--- src/rtl/pqsb_pkg.sv ---
`timescale 1ns/1ps
package pqsb_pkg;

  typedef enum logic [1:0] {
    PQ_RESET  = 2'b00,
    PQ_OFF    = 2'b01,
    PQ_PEND   = 2'b10,
    PQ_QUEUED = 2'b11
  } pq_t;

  typedef enum logic [2:0] {
    OP_NONE,
    OP_TRIG,
    OP_EOI,
    OP_GET,
    OP_SET,
    OP_BAD
  } op_t;

  typedef struct packed {
    pq_t  pq;
    logic ntf;
  } step_t;

  // event arrival
  function automatic step_t pq_trigger(pq_t s);
    case (s)
      PQ_RESET:            return '{pq: PQ_PEND,   ntf: 1'b1};
      PQ_PEND, PQ_QUEUED:  return '{pq: PQ_QUEUED, ntf: 1'b0};
      default:             return '{pq: s,         ntf: 1'b0};
    endcase
  endfunction

  // completion
  function automatic step_t pq_eoi(pq_t s);
    case (s)
      PQ_RESET, PQ_PEND:   return '{pq: PQ_RESET, ntf: 1'b0};
      PQ_QUEUED:           return '{pq: PQ_PEND,  ntf: 1'b1};
      default:             return '{pq: s,        ntf: 1'b0};
    endcase
  endfunction

  // level line trigger: fires only from an idle source, never sets Q
  function automatic step_t pq_level(pq_t s);
    if (s == PQ_RESET) return '{pq: PQ_PEND, ntf: 1'b1};
    return '{pq: s, ntf: 1'b0};
  endfunction

endpackage

--- src/rtl/pqsb_decode.sv ---
`timescale 1ns/1ps
module pqsb_decode
  import pqsb_pkg::*;
#(
  parameter int NUM_SRC    = 16,
  parameter int SRC_W      = 4,
  parameter int PAGE_SHIFT = 13,
  parameter int ADDR_W     = 17,
  parameter bit TWO_PAGE   = 1'b1,
  parameter bit STORE_EOI  = 1'b1
) (
  input  logic              valid,
  input  logic              write,
  input  logic [ADDR_W-1:0] addr,
  input  logic [3:0]        bytes,
  output op_t               op,
  output logic [SRC_W-1:0]  src,
  output pq_t               setv
);

  localparam logic [SRC_W:0] NSRC = NUM_SRC[SRC_W:0];

  logic        legal;
  logic        trig_page;
  logic [11:0] off;

  assign src       = addr[ADDR_W-1:PAGE_SHIFT];
  assign off       = addr[11:0];
  assign trig_page = TWO_PAGE && !addr[PAGE_SHIFT-1];
  assign legal     = (bytes == 4'd8) && ({1'b0, src} < NSRC);
  assign setv      = pq_t'(off[9:8]);

  always_comb begin
    op = OP_NONE;
    if (valid) begin
      if (!legal) begin
        op = write ? OP_NONE : OP_BAD;
      end else if (write) begin
        if (trig_page) op = OP_TRIG;
        else begin
          case (off[11:10])
            2'b00:   op = OP_TRIG;
            2'b01:   op = STORE_EOI ? OP_EOI : OP_NONE;
            2'b10:   op = OP_NONE;
            default: op = OP_SET;
          endcase
        end
      end else begin
        if (trig_page) op = OP_BAD;
        else begin
          case (off[11:10])
            2'b00, 2'b01: op = OP_EOI;
            2'b10:        op = OP_GET;
            default:      op = OP_SET;
          endcase
        end
      end
    end
  end

endmodule

--- src/rtl/pqsb_cell.sv ---
`timescale 1ns/1ps
module pqsb_cell
  import pqsb_pkg::*;
(
  input  logic       clk,
  input  logic       rst_n,
  input  logic       lsi,
  input  logic       bus_hit,
  input  op_t        bus_op,
  input  pq_t        bus_setv,
  input  logic       hw_hit,
  input  logic       hw_level,
  output logic [1:0] pq_out,
  output logic       bus_ntf,
  output logic       hw_ntf
);

  pq_t   pq_q, pq_b, pq_d;
  logic  asrt_q, asrt_d;
  step_t st_b, st_h;

  always_comb begin
    pq_b    = pq_q;
    bus_ntf = 1'b0;
    st_b    = '{pq: pq_q, ntf: 1'b0};
    if (bus_hit) begin
      case (bus_op)
        OP_TRIG: begin
          st_b    = pq_trigger(pq_q);
          pq_b    = st_b.pq;
          bus_ntf = st_b.ntf;
        end
        OP_EOI: begin
          st_b    = pq_eoi(pq_q);
          pq_b    = st_b.pq;
          bus_ntf = st_b.ntf;
          if (lsi && asrt_q) begin
            st_b    = pq_level(pq_b);
            pq_b    = st_b.pq;
            bus_ntf = st_b.ntf;
          end
        end
        OP_SET:  pq_b = bus_setv;
        default: ;
      endcase
    end
  end

  // hardware trigger acts on the bus result
  always_comb begin
    pq_d   = pq_b;
    asrt_d = asrt_q;
    hw_ntf = 1'b0;
    st_h   = '{pq: pq_b, ntf: 1'b0};
    if (hw_hit) begin
      if (lsi) begin
        asrt_d = hw_level;
        if (hw_level) st_h = pq_level(pq_b);
      end else if (hw_level) begin
        st_h = pq_trigger(pq_b);
      end
      pq_d   = st_h.pq;
      hw_ntf = st_h.ntf;
    end
  end

  always_ff @(posedge clk) begin
    if (!rst_n) begin
      pq_q   <= PQ_OFF;
      asrt_q <= 1'b0;
    end else begin
      pq_q   <= pq_d;
      asrt_q <= asrt_d;
    end
  end

  assign pq_out = pq_q;

endmodule

--- src/rtl/pq_source_bank.sv ---
`timescale 1ns/1ps
module pq_source_bank
  import pqsb_pkg::*;
#(
  parameter int NUM_SRC    = 16,
  parameter int PAGE_SHIFT = 13,
  parameter bit TWO_PAGE   = 1'b1,
  parameter bit STORE_EOI  = 1'b1,
  localparam int SRC_W     = $clog2(NUM_SRC),
  localparam int ADDR_W    = SRC_W + PAGE_SHIFT
) (
  input  logic              clk,
  input  logic              rst_n,
  input  logic [NUM_SRC-1:0] lsi_mode,
  input  logic              bus_valid,
  input  logic              bus_write,
  input  logic [ADDR_W-1:0] bus_addr,
  input  logic [3:0]        bus_bytes,
  output logic              rd_valid,
  output logic [63:0]       rd_data,
  output logic              bus_ntf_valid,
  output logic [SRC_W-1:0]  bus_ntf_src,
  input  logic              hw_valid,
  input  logic [SRC_W-1:0]  hw_src,
  input  logic              hw_level,
  output logic              hw_ntf_valid,
  output logic [SRC_W-1:0]  hw_ntf_src
);

  localparam int SLOTS = 2 ** SRC_W;
  localparam logic [SRC_W:0] NSRC = NUM_SRC[SRC_W:0];

  op_t              dec_op;
  logic [SRC_W-1:0] dec_src;
  pq_t              dec_setv;
  logic             bus_act;
  logic             hw_ok;
  logic             coll_same;
  logic [1:0]       pq_all   [SLOTS];
  logic             bntf_all [SLOTS];
  logic [SLOTS-1:0] hntf_vec;
  logic [1:0]       sel_pq;
  logic             sel_bntf;
  logic [63:0]      ld_data;

  pqsb_decode #(
    .NUM_SRC(NUM_SRC), .SRC_W(SRC_W), .PAGE_SHIFT(PAGE_SHIFT),
    .ADDR_W(ADDR_W), .TWO_PAGE(TWO_PAGE), .STORE_EOI(STORE_EOI)
  ) u_dec (
    .valid(bus_valid), .write(bus_write), .addr(bus_addr), .bytes(bus_bytes),
    .op(dec_op), .src(dec_src), .setv(dec_setv)
  );

  assign bus_act   = (dec_op == OP_TRIG) || (dec_op == OP_EOI) || (dec_op == OP_SET);
  assign hw_ok     = hw_valid && ({1'b0, hw_src} < NSRC);
  assign coll_same = bus_act && hw_ok && (dec_src == hw_src);

  for (genvar i = 0; i < SLOTS; i++) begin : g_slot
    if (i < NUM_SRC) begin : g_cell
      pqsb_cell u_cell (
        .clk(clk), .rst_n(rst_n), .lsi(lsi_mode[i]),
        .bus_hit(bus_act && (dec_src == SRC_W'(i))),
        .bus_op(dec_op), .bus_setv(dec_setv),
        .hw_hit(hw_ok && (hw_src == SRC_W'(i))), .hw_level(hw_level),
        .pq_out(pq_all[i]), .bus_ntf(bntf_all[i]), .hw_ntf(hntf_vec[i])
      );
    end else begin : g_pad
      assign pq_all[i]   = 2'b00;
      assign bntf_all[i] = 1'b0;
      assign hntf_vec[i] = 1'b0;
    end
  end

  assign sel_pq   = pq_all[dec_src];
  assign sel_bntf = bntf_all[dec_src];

  always_comb begin
    case (dec_op)
      OP_EOI:         ld_data = {63'd0, sel_bntf};
      OP_GET, OP_SET: ld_data = {62'd0, sel_pq};
      default:        ld_data = '1;
    endcase
  end

  always_ff @(posedge clk) begin
    if (!rst_n) begin
      rd_valid      <= 1'b0;
      rd_data       <= '0;
      bus_ntf_valid <= 1'b0;
      bus_ntf_src   <= '0;
      hw_ntf_valid  <= 1'b0;
      hw_ntf_src    <= '0;
    end else begin
      rd_valid      <= bus_valid && !bus_write;
      rd_data       <= ld_data;
      bus_ntf_valid <= sel_bntf;
      bus_ntf_src   <= dec_src;
      hw_ntf_valid  <= |hntf_vec;
      hw_ntf_src    <= hw_src;
    end
  end

endmodule

--- config.mk ---
export PLATFORM = sky130hd
export DESIGN_NAME = pq_source_bank
export DESIGN_NICKNAME = d
export VERILOG_FILES = /design/src/rtl/pqsb_pkg.sv /design/src/rtl/pqsb_decode.sv /design/src/rtl/pqsb_cell.sv /design/src/rtl/pq_source_bank.sv
export SDC_FILE = /design/constraint.sdc
export NUM_CORES = 1
export LEC_CHECK = 0
export BUFFER_PORTS_ARGS = -buffer_cell sky130_fd_sc_hd__buf_2
export CAP_MARGIN = 25
export CORE_UTILIZATION = 30
export CTS_BUF_LIST = sky130_fd_sc_hd__clkbuf_4 sky130_fd_sc_hd__clkbuf_8 sky130_fd_sc_hd__clkbuf_16
export CTS_CLUSTER_SIZE = 40
export DETAILED_ROUTE_END_ITERATION = 7
export GPL_TIMING_DRIVEN = 0
export HOLD_SLACK_MARGIN = 0.06
export PLACE_DENSITY_LB_ADDON = 0.12
export SETUP_SLACK_MARGIN = 0.02
export SLEW_MARGIN = 40
export SYNTH_ARGS = -nofsm -noshare
export SYNTH_HDL_FRONTEND = slang
export SYNTH_SLANG_ARGS = --single-unit
--- constraint.sdc ---
create_clock -name clk -period 3.3 [get_ports clk]
set_input_delay 0.495 -clock clk [delete_from_list [all_inputs] [get_ports clk]]
set_output_delay 0.495 -clock clk [all_outputs]
set_load 0.01 [all_outputs]
==> impl_metrics.csv <==
group,metric,value,unit
critical_path,path_buf_inv,2,
synthesis,ys_seq_elements,62,
power_and_ir_drop,powerDensity,356.7,nW/um2
drt,dr_wl_met3,1828,um
synthesis,synth_simple_gate_area_share,26.54,%
drt,firstDrtPassIters,5,
clock_network,cts_max_path_buffers,2,
die,core,15430,um2
power_and_ir_drop,power_leakage,0.002319,uW
clock_network,clockRootBuffer,"clkbuf_16",
power_and_ir_drop,peakVddDrop,0.0002469,V
die,initial_core_util,31.17,%
timing,hold_ws,0.3909,ns
synthesis,synthArstFlopShare,0,%
global_routing,antenna_found_initial,0,
status,outcome,"complete, no violations",
timing,fin_crit_sh,96.47,%
die,die_y,128.6,um
drt,wl_met2,8628,um
clock_network,clk_latency,0.35,ns
final_layout,drive_gt1_share,28.78,%
synthesis,syn_area,4808,um2
synthesis,synth_xor_area_share,0,%
drt,wirelength,19570,um
critical_path,cp-end-kind,"flop",
final_layout,fill_cells,1667,
timing,rsz0062_at_grt,"no",
timing,slew_viol_final,0,
placement,placed_cell_area,5648,um2
timing,tightest_slew,0.8900,ns
power_and_ir_drop,p_total,2142,uW
synthesis,syn_avg_cell_area,7.730,um2
clock_network,postCtsHoldBufs,0,
synthesis,synth_ff_type,"dfxtp_1",
timing,period_minus_slack,3.183,ns
die,num_rows,45,
clock_network,cts_buffers,9,
critical_path,rrSetupSlack,1.18,ns
synthesis,syn_nets,669,
timing,slew_headroom,40.54,%
clock_network,clock-sinks,62,
critical_path,path_delay_family,"simple AND/OR/NAND/NOR gates",
drt,drt-met1-wl,8627,um
placement,portBuffers,107,
synthesis,yosysWarningCount,0,
synthesis,synth_fa_ha_area_share,0,%
drt,drt_iter0_drc,490,
critical_path,slowest_delay,0.57,ns
synthesis,synthMuxAreaShare,6.349,%
drt,post_drt_via_cell_ratio,5.585,
critical_path,cp.required,3.54,ns
drt,vias,5350,
timing,fin_skew,0.007409,ns
final_layout,fin_cells,958,
placement,dpl.hpwl,14670,um
critical_path,crit_fanout,10,
timing,finalHoldViolCount,0,
final_layout,syn2layout_area_growth,24.90,%
drt,drc,0,
drt,drtAntennaViolNets,0,
synthesis,synth_compound_area_share,27.48,%
synthesis,synth_top_family_by_area,"compound AO/OA/AOI/OAI gates",
drt,post_drt_wl_per_cell,20.42,um
final_layout,antenna-diode-count,0,
die,io_pins,122,
timing,fmax,0.3141,GHz
synthesis,yosysSeqAreaShare,25.81,%
placement,place.gp.congestion,0.9119,
global_routing,track_usage,23.92,%
synthesis,synthesis.instances,622,
die,fp.dieArea,16540,um2
drt,highest_layer,"met4",
critical_path,path_common_cell,"buf_2",
synthesis,synth_cell_type_count,60,
clock_network,clk_pin_slew_worst_paths,0.06,ns
clock_network,htreeDepth,3,
global_routing,grt-ovfl-total,0,
die,die_w,128.6,um
critical_path,crit_chain,"buf_2 -> or4b_1 -> buf_2 -> nor4_2 -> o211a_1 -> o22ai_1 -> and3_1 -> a31oi_1 -> a41oi_1 -> o31a_1",
critical_path,arrival,3.42,ns
final_layout,nNetsFinal,789,
final_layout,design_area,6006,um2
critical_path,crit_type,"input port to flop",
timing,setup_viol_count_final,0,
critical_path,startpoint_type,"input port",
run,maxCapViolCount,0,
hold_path,worst_hold_path_type,"input port to flop",
critical_path,cp_slowest_cell,"or4b_1",
synthesis,synth_edf_count,0,
global_routing,grt_pass1_vias,4833,
global_routing,grt_max_degree,42,
clock_network,cts_tree,"done",
placement,dp.cells,941,
global_routing,grt_pass1_wl,28860,um
[repair_timing]
item,in CTS,in global routing
endpoints found under the setup margin,3,3
pin swaps,1,0
gates resized for setup,0,8
buffers inserted,1,0
hold endpoints to repair,0,0
cloned,0,0
[registers in the layout, summed over array words and instances, names as in the netlist]
register,count
hw_ntf_src,4
bus_ntf_src,4
g_slot.g_cell.u_cell.asrt_q,16
g_slot.g_cell.u_cell.pq_out,32
rd_data,3
hw_ntf_valid,1
bus_ntf_valid,1
rd_valid,1
[layout make-up]
class	count	area, um2	area share [%]
clock buffers	10	239.0	3.979
clock inverters	6	83.83	1.396
multi-input cells	449	2939	48.94
flip-flops and latches	62	1242	20.69
plain buffers	99	621.8	10.35
inverters	12	45.04	0.7500
repair buffers	109	570.5	9.500
well taps	211	264.0	4.396
[cells by family after synthesis]
family / after synthesis
muxes: 18
DFF: 62
and+or+nand+nor: 243
buffers and inverters: 111
AOI/OAI and AO/OA: 188
[metal layers]
metal,track usage (%),vias up
met5,0,-
met4,9.066,0
met1,31.55,2521
met3,6.029,30
li1,-,2512
met2,37.49,287
[path summary, 6_finish.rpt]
kind | from | endpoint | cells past startpoint
max | bus_bytes[1] | hw_ntf_valid | 10
min | bus_write | rd_valid | 2
max reg2reg | g_slot[7].g_cell.u_cell.pq_out[0] | hw_ntf_valid | 6
min reg2reg | g_slot[1].g_cell.u_cell.asrt_q | g_slot[1].g_cell.u_cell.asrt_q | 2
[placed cells by master, fill, tap and decap left out, drive strengths merged, types with 6 or more instances in the layout]
master | synthesis | final
a21boi | 24 | 24
a21oi | 25 | 25
a31oi | 12 | 12
a41oi | 11 | 11
and2 | 17 | 17
and3 | 10 | 10
buf | 70 | 179
clkbuf | 29 | 39
dfxtp | 62 | 62
inv | 11 | 13
mux2i | 8 | 8
mux4 | 10 | 10
nand2 | 64 | 64
nand2b | 11 | 11
nand3 | 37 | 37
nand4 | 18 | 18
nor2 | 37 | 37
nor2b | 16 | 16
nor3 | 10 | 10
o21ai | 34 | 34
o22a | 8 | 8
o22ai | 22 | 22
o311ai | 13 | 13
o32ai | 6 | 6
[Yosys cell counts (all sizes together) (12+ instances only)]
cell type / number / area [um2]
nand4: 18 / 112.6
nor2: 37 / 138.9
nor2b: 16 / 100.1
a21boi: 24 / 180.2
clkbuf: 29 / 108.9
o22ai: 22 / 137.6
nand3: 37 / 185.2
a31oi: 12 / 75.07
and2: 17 / 106.4
o311ai: 13 / 113.9
o21ai: 34 / 170.2
nand2: 64 / 240.2
buf: 70 / 510.5
dfxtp: 62 / 1241
a21oi: 25 / 125.1
[through the flow]
step | setup TNS [ns] | worst slack, ns | util, %
detailed placement | -2.301 | -0.6494 | 36.61
global route | 0 | 0.04944 | 38.93
floorplan | 0 | 0.5140 | -
global placement | -2.330 | -0.6847 | 36.35
CTS | 0 | 0.02073 | 38.75
finish | 0 | 0.1166 | 38.93
[worst reg2reg max path: cells and delay by family, from the launching register on]
| family | cells | cell delay [ns] |
|---|---|---|
| AOI/OAI and AO/OA | 5 | 1.40 |
| DFF | 1 | 0.39 |
| and+or+nand+nor | 1 | 0.22 |
[where the power goes]
group	internal, uW	switching, uW	leakage [uW]
Sequential	759	7.36	0.000504
Clock	679	369	0.000163
Combinational	141	187	0.00165
Total	1580	563	0.00232
Note: power is estimated with default switching activity, not from simulation.
